$ cat src/rtl/hidden_rfsh_pkg.sv
package hidden_rfsh_pkg;
  typedef enum logic [2:0] {
    ST_IDLE,
    ST_LEAD,
    ST_PRECHG,
    ST_ACTIVE,
    ST_RECOV,
    ST_TAIL
  } rf_state_e;
endpackage

$ cat src/rtl/hidden_rfsh_timer.sv
module hidden_rfsh_timer #(
  parameter int INTERVAL = 250
) (
  input  logic clk,
  input  logic rst_n,
  input  logic accept,
  output logic pending
);
  localparam int CNT_W = (INTERVAL > 1) ? $clog2(INTERVAL) : 1;

  logic [CNT_W-1:0] cnt;
  logic             tick;

  assign tick = (cnt == CNT_W'(INTERVAL - 1));

  always_ff @(posedge clk or negedge rst_n) begin
    if (!rst_n) begin
      cnt     <= '0;
      pending <= 1'b0;
    end else begin
      cnt     <= tick ? '0 : cnt + 1'b1;
      pending <= (pending & ~accept) | tick;
    end
  end


  pend_hold_chk: assert property (@(posedge clk) disable iff (!rst_n)
    (pending && !accept) |=> pending);
endmodule

$ cat src/rtl/hidden_rfsh_gap.sv
module hidden_rfsh_gap (
  input  logic clk,
  input  logic rst_n,
  input  logic cpu_ads_n,
  input  logic cpu_ready_n,
  input  logic cpu_mem_sel,
  output logic cyc_open,
  output logic mem_open,
  output logic gap
);
  always_ff @(posedge clk or negedge rst_n) begin
    if (!rst_n) begin
      cyc_open <= 1'b0;
      mem_open <= 1'b0;
    end else if (!cpu_ads_n) begin
      cyc_open <= 1'b1;
      mem_open <= cpu_mem_sel;
    end else if (!cpu_ready_n) begin
      cyc_open <= 1'b0;
      mem_open <= 1'b0;
    end
  end

  assign gap = !cyc_open && cpu_ads_n;


  mem_in_cyc_chk: assert property (@(posedge clk) disable iff (!rst_n)
    mem_open |-> cyc_open);
endmodule

$ cat src/rtl/hidden_rfsh_seq.sv
module hidden_rfsh_seq
  import hidden_rfsh_pkg::*;
#(
  parameter int LEAD_CYC    = 2,
  parameter int CAS_RAS_CYC = 1,
  parameter int RAS_CYC     = 3,
  parameter int RECOV_CYC   = 2,
  parameter int TAIL_CYC    = 1
) (
  input  logic      clk,
  input  logic      rst_n,
  input  logic      start,
  output rf_state_e state,
  output logic      done
);
  localparam int TOTAL = LEAD_CYC + CAS_RAS_CYC + RAS_CYC + RECOV_CYC + TAIL_CYC;
  localparam int PH_W  = $clog2(TOTAL + 1);

  logic [PH_W-1:0] ph;

  function automatic logic [PH_W-1:0] span_m1(rf_state_e s);
    case (s)
      ST_LEAD:   return PH_W'(LEAD_CYC - 1);
      ST_PRECHG: return PH_W'(CAS_RAS_CYC - 1);
      ST_ACTIVE: return PH_W'(RAS_CYC - 1);
      ST_RECOV:  return PH_W'(RECOV_CYC - 1);
      ST_TAIL:   return PH_W'(TAIL_CYC - 1);
      default:   return '0;
    endcase
  endfunction

  function automatic rf_state_e succ(rf_state_e s);
    case (s)
      ST_LEAD:   return ST_PRECHG;
      ST_PRECHG: return ST_ACTIVE;
      ST_ACTIVE: return ST_RECOV;
      ST_RECOV:  return ST_TAIL;
      default:   return ST_IDLE;
    endcase
  endfunction

  assign done = (state == ST_TAIL) && (ph == '0);

  always_ff @(posedge clk or negedge rst_n) begin
    if (!rst_n) begin
      state <= ST_IDLE;
      ph    <= '0;
    end else if (state == ST_IDLE) begin
      if (start) begin
        state <= ST_LEAD;
        ph    <= span_m1(ST_LEAD);
      end
    end else if (ph == '0) begin
      state <= succ(state);
      ph    <= span_m1(succ(state));
    end else begin
      ph <= ph - 1'b1;
    end
  end
endmodule

$ cat src/rtl/hidden_rfsh_row.sv
module hidden_rfsh_row #(
  parameter int ROW_W = 11
) (
  input  logic             clk,
  input  logic             rst_n,
  input  logic             step,
  output logic [ROW_W-1:0] row
);
  always_ff @(posedge clk or negedge rst_n) begin
    if (!rst_n) row <= '0;
    else if (step) row <= row + 1'b1;
  end


  row_step_chk: assert property (@(posedge clk) disable iff (!rst_n)
    !$stable(row) |-> (row == $past(row) + ROW_W'(1)));
endmodule

$ cat src/rtl/hidden_rfsh_top.sv
module hidden_rfsh_top
  import hidden_rfsh_pkg::*;
#(
  parameter int ROW_W        = 11,
  parameter int REQ_INTERVAL = 250,
  parameter int LEAD_CYC     = 2,
  parameter int CAS_RAS_CYC  = 1,
  parameter int RAS_CYC      = 3,
  parameter int RECOV_CYC    = 2,
  parameter int TAIL_CYC     = 1
) (
  input  logic             clk,
  input  logic             rst_n,
  input  logic             cpu_ads_n,
  input  logic             cpu_ready_n,
  input  logic             cpu_mem_sel,
  input  logic             mc_we_n,
  output logic             addr_latch_en,
  output logic             rfsh_stb_n,
  output logic             lowmem_sel_n,
  output logic             cas_n,
  output logic             ras_n,
  output logic             memrd_n,
  output logic             dram_we_n,
  output logic [ROW_W-1:0] row_addr,
  output logic             cpu_stall
);
  rf_state_e st;
  logic      pending, accept, done;
  logic      cyc_open, mem_open, gap;
  logic      strobe_phase;

  assign accept = (st == ST_IDLE) && pending && gap;

  hidden_rfsh_timer #(.INTERVAL(REQ_INTERVAL)) timer_i (
    .clk(clk), .rst_n(rst_n), .accept(accept), .pending(pending));

  hidden_rfsh_gap gap_i (
    .clk(clk), .rst_n(rst_n), .cpu_ads_n(cpu_ads_n), .cpu_ready_n(cpu_ready_n),
    .cpu_mem_sel(cpu_mem_sel), .cyc_open(cyc_open), .mem_open(mem_open), .gap(gap));

  hidden_rfsh_seq #(
    .LEAD_CYC(LEAD_CYC), .CAS_RAS_CYC(CAS_RAS_CYC), .RAS_CYC(RAS_CYC),
    .RECOV_CYC(RECOV_CYC), .TAIL_CYC(TAIL_CYC)
  ) seq_i (
    .clk(clk), .rst_n(rst_n), .start(accept), .state(st), .done(done));

  hidden_rfsh_row #(.ROW_W(ROW_W)) row_i (
    .clk(clk), .rst_n(rst_n), .step(done), .row(row_addr));

  assign strobe_phase  = (st == ST_PRECHG) || (st == ST_ACTIVE) || (st == ST_RECOV);
  assign addr_latch_en = (st != ST_IDLE);
  assign rfsh_stb_n    = !strobe_phase;
  assign lowmem_sel_n  = !strobe_phase;
  assign cas_n         = !strobe_phase;
  assign ras_n         = (st != ST_ACTIVE);
  assign memrd_n       = (st != ST_ACTIVE);
  assign dram_we_n     = mc_we_n | addr_latch_en;
  assign cpu_stall     = addr_latch_en && (mem_open || (!cpu_ads_n && cpu_mem_sel));


  start_in_gap_chk: assert property (@(posedge clk) disable iff (!rst_n)
    $rose(addr_latch_en) |-> !$past(cyc_open));

  ref_under_ale_chk: assert property (@(posedge clk) disable iff (!rst_n)
    !rfsh_stb_n |-> addr_latch_en);

  cbr_order_chk: assert property (@(posedge clk) disable iff (!rst_n)
    $fell(ras_n) |-> !cas_n && !$past(cas_n));

  we_high_cas_chk: assert property (@(posedge clk) disable iff (!rst_n)
    !cas_n |-> dram_we_n);

  stall_under_ale_chk: assert property (@(posedge clk) disable iff (!rst_n)
    cpu_stall |-> addr_latch_en);
endmodule

$ cat config.mk
export PLATFORM = sky130hd
export DESIGN_NAME = hidden_rfsh_top
export DESIGN_NICKNAME = d
export VERILOG_FILES = /design/src/rtl/hidden_rfsh_pkg.sv /design/src/rtl/hidden_rfsh_timer.sv /design/src/rtl/hidden_rfsh_gap.sv /design/src/rtl/hidden_rfsh_seq.sv /design/src/rtl/hidden_rfsh_row.sv /design/src/rtl/hidden_rfsh_top.sv
export SDC_FILE = /design/constraint.sdc
export NUM_CORES = 1
export LEC_CHECK = 0
export ABC_AREA = 1
export BUFFER_PORTS_ARGS = -buffer_cell sky130_fd_sc_hd__buf_2
export CAP_MARGIN = 20
export CORE_UTILIZATION = 55
export DETAILED_ROUTE_END_ITERATION = 6
export PLACE_DENSITY = 0.78
export SLEW_MARGIN = 20
export SYNTH_ARGS = -nofsm -noshare
export SYNTH_HDL_FRONTEND = slang
export SYNTH_HIERARCHICAL = 1
export SYNTH_SLANG_ARGS = --single-unit
$ cat constraint.sdc
create_clock -name clk -period 3.08 [get_ports clk]
set_clock_uncertainty 0.05 [all_clocks]
set_input_delay 0.462 -clock clk [delete_from_list [all_inputs] [get_ports clk]]
set_output_delay 0.462 -clock clk [all_outputs]
set_load 0.01 [all_outputs]
==> qor.txt, run 1 <==
Ports = 25
Clk Latency, worst-skew pair = 340 ps
n_diodes = 0
post-layout net count = 254
die height = 57.6 µm
f_max = 529 MHz
CP Launch Type = flop
htree depth = 2
first-pass GRT wire length = 5000 µm
peak supply drop = 0.564 mV
setup_tns = 0 ps
Synth Cell Area = 1700 µm²
status = complete, but fails checks
TritonRoute pass-1 iters = 7
Via density = 4.93
# rows = 19
port buffer count = 24
Slew @ Worst Pin = 624 ps
RePlAce Congestion = 0.843
failing checks = DRC
cts hold-fix bufs = 0
Post-DP HPWL = 2150 µm
CP arrival = 2070 ps
RSZ-0062 raised after global routing = no
# resized after CTS = 0
CP required = 3260 ps
sequential area share after synthesis = 0.427
Die W = 57.6 µm
layout cells sized above 1 = 0.220
final instance area = 1920 µm²
initial antenna violation count = 0
# DRC = 1
Yosys cell types = 24
syn_nets = 226
CTS Root Cell = clkbuf_4
Starting Density = 0.600
GRT Overall Usage = 0.201
Max Cap Viol = 0
remaining global-route overflow = 0
Final Max Tran Viols = 0
critical path peak fanout = 8
Layout area overhead = 12.8%
final WL = 2950 µm
Synth Warn # = 6
core area = 2830 µm²
Max-slew headroom = 0.584
Final setup viols = 0
cell count after synthesis = 216
iteration-0 DRC count of the detailed router = 42
Hold WC Path Type = input pin to asynchronous set/reset pin
most common cell after layout, fill and taps aside = nand2_1
die area = 3310 µm²
Detail Route Antenna Nets = 0
clk slew on worst S/H paths = 90 ps
TritonCTS clock tree = done
clk buf depth = 2
period utilisation layout = 0.614
Lkg Pwr = 0.00104 µW
#FFs+latches synth = 29
Mapped Avg Cell Area = 7.86 µm²
CTS buffer count = 5
post-layout minimum cycle time = 1890 ps
wire per inst = 10.7 µm
critical path type = flop to flop
Vias = 1361
largest net degree at the start of global routing = 30
postcts setup bufs = 0
CP Capture Type = flop
Worst R2R Path Depth = 10
clk sinks = 29
most frequent cells in the layout = nand2_1, inv_1, nor2_1, dfrtp_1, buf_2
PD cells = 720 nW/µm²
Area after DPL = 1830 µm²
Final Hold Vio Count = 0
number of global-route vias before repair = 1236
[layout make-up]
class / instances / area, µm²
Clock buffer: 7 / 55.1
Clock inverter: 1 / 30.0
Fill cell: 246 / 913
Inverter: 33 / 138
Multi-Input combinational cell: 150 / 801
Sequential cell: 29 / 726
Tap cell: 31 / 38.8
Timing Repair Buffer: 25 / 128
[sequential cells by signal, indices dropped and copies added, names as in the netlist]
signal	count
seq_i/ph	4
timer_i/cnt	8
gap_i/cyc_open	1
seq_i/state	3
timer_i/pending	1
row_i/row	11
gap_i/mem_open	1
[worst paths after layout]
| kind | start | to | slack [ps] |
|---|---|---|---|
| setup / recovery | seq_i/ph[0] | row_i/row[8] | 1190 |
| hold / removal | rst_n | timer_i/cnt[0] | 80 |
| setup reg to reg | seq_i/ph[0] | row_i/row[8] | 1190 |
| hold reg to reg | gap_i/cyc_open | gap_i/cyc_open | 440 |
| max in group asynchronous | rst_n | row_i/row[3] | 2490 |
| min in group clk | cpu_ads_n | gap_i/cyc_open | 260 |
[Yosys cell counts (all sizes together)]
library cell / n / area share
nor2: 36 / 0.096
ha: 4 / 0.029
dfrtp: 29 / 0.43
a21oi: 3 / 0.0088
inv: 32 / 0.071
buf: 4 / 0.020
nand3: 24 / 0.090
nand2: 64 / 0.16
bufinv: 1 / 0.010
o21ai: 6 / 0.018
nand3b: 3 / 0.021
xor2: 8 / 0.041
nor4: 1 / 0.0037
xnor2: 1 / 0.0052
[kinds of logic (layout without fill, tap and decap cells)]
group	after synthesis	in the layout	share of synthesized area
compound gates	9	9	0.0265
xor+xnor	9	9	0.0464
fa+ha+maj	4	4	0.0295
buf+inv	37	66	0.101
flops	29	29	0.427
simple gates	128	128	0.369
[power by group]
part / leakage, µW / switching (µW) / internal, µW / total (µW)
logic: 0.000617 / 313 / 211 / 524
clock network: 0.0000455 / 137 / 194 / 331
registers: 0.000374 / 82.5 / 442 / 525
[critical path, cell delays in order, from the launching register on]
cell	delay (ps)
dfrtp_1	400
inv_1	100
ha_1	260
nand3_4	140
nor4_1	190
buf_4	200
nand3_1	100
nor2_2	150
nand3_1	80
nand2_1	70
inv_1	40
[routing by layer]
metal  vias to the layer above  GRT usage  part of all wire
met3                         8     0.0476             0.038
met4                         0      0.139             0.028
met5                         -          0                 0
li1                        711          -                 -
met1                       617      0.256              0.48
met2                        25      0.302              0.46
[metrics by stage]
stage / total power [µW] / hold WS [ps] / instances / setup WS [ps] / utilization
global route: 1480 / 134 / 276 / 936 / 0.677
finish: 1380 / 76.1 / 276 / 1190 / 0.677
global placement: 1050 / 406 / 268 / 1260 / 0.647
CTS: 1390 / 103 / 276 / 1190 / 0.677
detailed placement: 1060 / 418 / 268 / 1210 / 0.647
floorplan: 945 / 116 / 216 / 1300 / -
No activity file was read; power rests on OpenSTA's default activity.
==> run 2, diff against run 1 <==
ABC_AREA = 0   (was 1)
CORE_UTILIZATION = 50   (was 55)
PLACE_DENSITY = 0.76   (was 0.78)
clock period = 1.6 ns   (was 3.08 ns; I/O delays follow)
==> run 2 against run 1 <==
The flow finishes with violations (setup timing). Global-route usage rose by 2.2 points. Largest cell class unchanged. Wire length increased by 12%. Flip-flop and latch count unchanged. Cell count decreased by 16%. First-iteration DRC count down 2.4%. Core utilization is 3.7 points higher.
==> qor.txt, run 2 <==
CP Launch Type = flop
initial antenna violation count = 0
post-synth top area cell = dfrtp_1
fillcell total = 193
top cells by count, synth = dfrtp_1, nor2_1, inv_1, nand2_1, nand3_1
RSZ-0062 raised after global routing = yes
remaining global-route overflow = 0
Mapped Avg Cell Area = 10.2 µm²
Area after DPL = 1800 µm²
CP max stage delay = 390 ps
GR Util met3 = 0.0748
cell with the most instances on the worst path = buf_4
CP Capture Type = flop
crit path launch = seq_i/ph[0]
part of the power in the clock network = 0.152
#FFs+latches synth = 29
cell count after synthesis = 148
layout cells sized above 1 = 0.383
Max-slew headroom = 0.599
Seq pwr share = 0.349
top-count cell post-synth = dfrtp_1
Die W = 57.0 µm
iteration-0 DRC count of the detailed router = 41
Sequential cell area = 728 µm²
status = complete, but fails checks
Gate power share = 0.499
critical path type = flop to flop
internal power = 1870 µW
Starting Density = 0.539
PD cells = 1470 nW/µm²
setup_tns = -814 ps
most used routing layer = met2
most frequent cells in the layout = dfrtp_1, buf_2, buf_4, nor2_1
CTS Root Cell = clkbuf_4
Final setup viols = 12
final instance area = 2000 µm²
Synth Cell Area = 1510 µm²
Worst Min Path Start = cpu_ads_n
largest net degree at the start of global routing = 30
Yosys cell types = 40
Largest Register = row_i/row
Ports = 25
TritonCTS clock tree = done
Max Cap Viol = 0
RePlAce Congestion = 0.835
Layout area overhead = 32.3%
critical path's top delay family = simple AND/OR/NAND/NOR gates
syn_nets = 158
die area = 3250 µm²
post-layout minimum cycle time = 1720 ps
CP required = 1770 ps
TritonRoute pass-1 iters = 4
Vias = 1278
global routing met2 resource utilization = 0.385
# DRC = 0
port buffer count = 24
EDFF count, synth = 0
Clk Latency, worst-skew pair = 330 ps
crit path cell chain = inv_2 > ha_4 > nor3b_4 > and3_4 > buf_4 > buf_4 > mux2_2
Final Hold Vio Count = 0
htree depth = 2
Slew @ Worst Pin = 602 ps
worst r2r src = seq_i/ph[0]
n_diodes = 0
die height = 57.0 µm
period utilisation layout = 1.08
GRT Overall Usage = 0.223
CP max stage cell = dfrtp_1
# rows = 19
clk buf depth = 2
Final Max Tran Viols = 0
Detail Route Antenna Nets = 0
Post-DP HPWL = 2160 µm
Largest register FFs = 11
Via density = 5.51
post-place setup slack = -135 ps
predominant post-synthesis flop cell = dfrtp_1
peak supply drop = 0.861 mV
CP arrival = 1890 ps
reported net switching power = 1080 µW
Worst Slack Setup Final = -122 ps
top flop regs = row_i/row (11), timer_i/cnt (8), seq_i/ph (4)
Lkg Pwr = 0.000976 µW
Hold WC Path Type = input pin to flop
clk slew on worst S/H paths = 80 ps
Switching Fraction = 0.365
post-synth top area share = 0.480
first-pass GRT wire length = 5400 µm
Synth Warn # = 6
CTS buffer count = 5
CP bufs+invs = 3
f_max = 581 MHz
final WL = 3310 µm
failing checks = setup timing
number of global-route vias before repair = 1275
clk sinks = 29
wire per inst = 14.3 µm
core area = 2810 µm²
Post-synth ARST share = 1.00
GR met1 Demand/Resource = 0.255
Post-Route Utilization = 0.714
top cells by area, synth = dfrtp_1, xor2_1, xnor2_1, ha_1, nor2_1
most common cell after layout, fill and taps aside = dfrtp_1
sequential area share after synthesis = 0.480
Multi-input gate area = 796 µm²
post-layout net count = 211
critical path peak fanout = 4
run 2: kinds of logic after synthesis:
family / Yosys count / synth area share
AO/OA/AOI/OAI: 18 / 0.0786
XOR/XNOR: 13 / 0.0753
adder cells (fa/ha/maj): 4 / 0.0331
buffers and inverters: 16 / 0.0480
flip-flops: 29 / 0.480
multiplexers: 5 / 0.0339
AND/OR/NAND/NOR: 63 / 0.251
run 2: stage by stage:
step / power (µW) / cells / hold slack [ps]
3_5_place_dp: 2130 / 215 / 235
6_report: 2950 / 232 / 67.0
4_1_cts: 2760 / 229 / 54.6
5_1_grt: 3120 / 232 / 62.0
2_1_floorplan: 1690 / 148 / -106
3_3_place_gp: 2070 / 215 / 242
run 2: final cells by class:
cell class | instances | area share
flip-flops and latches | 29 | 0.364
clock buffers | 7 | 0.0275
inverters | 12 | 0.0225
multi-input cells | 103 | 0.397
well taps | 31 | 0.0194
repair buffers | 50 | 0.169
run 2: repair_timing:
action,in CTS,in global routing
hold buffers,1,0
endpoints found under the setup margin,18,23
buffers inserted,7,3
endpoints found under the hold margin,29,0
gates resized for setup,7,11
pin swaps,4,8
run 2: power groups by stage:
| stage | logic (µW) | registers, µW | clock network [µW] |
|---|---|---|---|
| global route | 1570 | 1050 | 504 |
| floorplan | 630 | 1060 | 0 |
| detailed placement | 1100 | 1030 | 0 |
| finish | 1470 | 1030 | 449 |
| CTS | 1280 | 1010 | 467 |
| global placement | 1050 | 1020 | 0 |
run 2: path summary, 6_finish.rpt:
| kind | to | slack, ps | cells after the start |
|---|---|---|---|
| max | row_i/row[1] | -120 | 7 |
| min | gap_i/cyc_open | 70 | 2 |
| max reg2reg | row_i/row[1] | -120 | 7 |
| min reg2reg | gap_i/cyc_open | 420 | 2 |
| max in group asynchronous | seq_i/state[1] | 680 | 2 |
| min in group asynchronous | seq_i/state[0] | 400 | 2 |
run 2: layer usage:
layer / vias to the layer above / wire [µm]
li1: 616 / -
met1: 618 / 1360
met2: 35 / 1710
met3: 9 / 160
met4: 0 / 82
met5: - / 0
==> run 3, diff against run 2 <==
CELL_PAD_IN_SITES_DETAIL_PLACEMENT = 0   (was not set)
CELL_PAD_IN_SITES_GLOBAL_PLACEMENT = 1   (was not set)
CORE_UTILIZATION = 38   (was 50)
PLACE_DENSITY = 0.74   (was 0.76)
SETUP_SLACK_MARGIN = 0.02   (was not set)
==> run 3 against run 2 <==
The flow still finishes with violations (setup timing). Register-to-register slack gained 30 ps. Fmax grew 1.8%. Combinational power shrank 14%. Wire length shrank 4.9%. Worst setup slack gained 30 ps. Final area shrank 1.0%. Cell count grew 5.6%. Count of clock-buffer cells in the layout shrank 1. Critical path depth is the same.
==> qor.txt, run 3 (synthesis results as in run 2) <==
remaining global-route overflow = 0
f_max = 591 MHz
crit path launch = seq_i/ph[0]
final WL = 3150 µm
Largest register FFs = 11
fillcell total = 369
Final Max Tran Viols = 0
most frequent cells in the layout = dfrtp_1, buf_2, buf_4, nor2_1, inv_1
GRT Overall Usage = 0.164
CP max stage cell = dfrtp_1
RSZ-0062 raised after global routing = yes
internal power = 1860 µW
Gate power share = 0.440
iteration-0 DRC count of the detailed router = 34
first-pass GRT wire length = 5300 µm
TritonCTS clock tree = done
Starting Density = 0.404
critical path type = flop to flop
Detail Route Antenna Nets = 0
number of global-route vias before repair = 1238
CTS Root Cell = clkbuf_8
n_diodes = 0
Switching Fraction = 0.353
# rows = 22
post-place setup slack = -92.1 ps
CP max stage delay = 380 ps
Via density = 5.04
Seq pwr share = 0.362
largest net degree at the start of global routing = 30
CP Capture Type = flop
Post-DP HPWL = 2200 µm
Worst R2R Path Depth = 7
PD cells = 1450 nW/µm²
Ports = 25
worst r2r src = seq_i/ph[0]
Min Hold Slack = 118 ps
Worst Slack Setup Final = -91.6 ps
core area = 3740 µm²
failing checks = setup timing
endpoint of the lowest-slack register-to-register path = row_i/row[8]
CP required = 1760 ps
reported net switching power = 1010 µW
Slew @ Worst Pin = 665 ps
CP arrival = 1850 ps
fin cells = 245
critical path capture point = row_i/row[8]
post-layout net count = 206
post-layout minimum cycle time = 1690 ps
Worst R2R Setup Slack = -90 ps
Total Power = 2870 µW
port buffer count = 24
initial antenna violation count = 0
most common cell after layout, fill and taps aside = dfrtp_1
CP Launch Type = flop
Final Hold Vio Count = 0
RePlAce Congestion = 0.815
clk sinks = 29
Max-slew headroom = 0.557
Layout area overhead = 31.0%
peak supply drop = 0.616 mV
die height = 65.1 µm
clk buf depth = 2
die area = 4240 µm²
Clk Latency, worst-skew pair = 280 ps
setup_tns = -401 ps
Final setup viols = 9
crit path cell chain = inv_1 > ha_2 > nor3b_4 > and3_4 > nand4_4 > nor3_2 > xor2_1
top flop regs = row_i/row (11), timer_i/cnt (8), seq_i/ph (4)
critical path peak fanout = 6
Vias = 1236
status = complete, but fails checks
period utilisation layout = 1.06
# DRC = 0
htree depth = 2
placed cells = 228
layout cells sized above 1 = 0.371
Largest Register = row_i/row
wire per inst = 12.9 µm
Hold WC Path Type = input pin to flop
clk slew on worst S/H paths = 60 ps
CTS buffer count = 5
Lkg Pwr = 0.000943 µW
part of the power in the clock network = 0.198
TritonRoute pass-1 iters = 4
Die W = 65.1 µm
Max Cap Viol = 0
run 3: cell count changes in the layout (fill, tap and decap cells not counted), moves of 2 or more:
cell,change
buf_4,-4
buf_6,-2
clkinv_2,+2
clkbuf_8,+4
clkbuf_4,-5
run 3: worst max-delay path, delay by kind of cell, from the launching register on:
kind	cells	cell delay, ps
fa+ha+maj	1	180
xor+xnor	1	150
simple gates	4	800
buf+inv	1	60
flops	1	380
run 3: power by group through the flow:
| stage | combinational, µW | clock [µW] | sequential (µW) |
|---|---|---|---|
| after floorplan | 630 | 0 | 1060 |
| after global placement | 1020 | 0 | 1030 |
| after detailed placement | 1070 | 0 | 1040 |
| after CTS | 1150 | 587 | 1030 |
| after global routing | 1380 | 617 | 1060 |
| final | 1260 | 568 | 1040 |
run 3: what timing repair did:
action / in CTS / in global routing
hold buffers: 1 / 0
endpoints found under the setup margin: 16 / 20
gates cloned: 0 / 0
resized for setup: 7 / 7
setup buffers: 4 / 4
pin swaps: 2 / 5
endpoints found under the hold margin: 29 / 0
run 3: stage by stage:
step | utilization | instance area, µm²
final | 0.529 | 1980
after global routing | 0.529 | 1980
after CTS | 0.515 | 1930
after detailed placement | 0.478 | 1790
after global placement | 0.478 | 1790
after floorplan | - | 1550
run 3: how the worst min path moves through the flow:
| stage | endpoint | cells after the start | slack, ps | start |
|---|---|---|---|---|
| floorplan | gap_i/cyc_open | 0 | -110 | rst_n |
| global route | gap_i/cyc_open | 2 | 130 | cpu_ads_n |
| detailed placement | timer_i/cnt[0] | 1 | 260 | rst_n |
| global placement | timer_i/cnt[0] | 1 | 260 | rst_n |
| finish | gap_i/cyc_open | 2 | 120 | cpu_ads_n |
| CTS | gap_i/cyc_open | 2 | 110 | cpu_ads_n |
run 3: cell type report:
class | count | area (µm²) | share of cell area
Tap cell | 48 | 60.1 | 0.0303
Clock inverter | 2 | 10.0 | 0.00505
Multi-Input combinational cell | 103 | 773 | 0.390
Timing Repair Buffer | 45 | 292 | 0.147
Inverter | 12 | 45.0 | 0.0227
Sequential cell | 29 | 729 | 0.368
Clock buffer | 6 | 72.6 | 0.0366
run 3: routing by layer:
| metal | global-route usage | share of wire | wire (µm) |
|---|---|---|---|
| met5 | 0 | 0 | 0 |
| met1 | 0.188 | 0.45 | 1430 |
| met4 | 0.0571 | 0.014 | 44 |
| met3 | 0.0521 | 0.036 | 112 |
| met2 | 0.288 | 0.50 | 1570 |
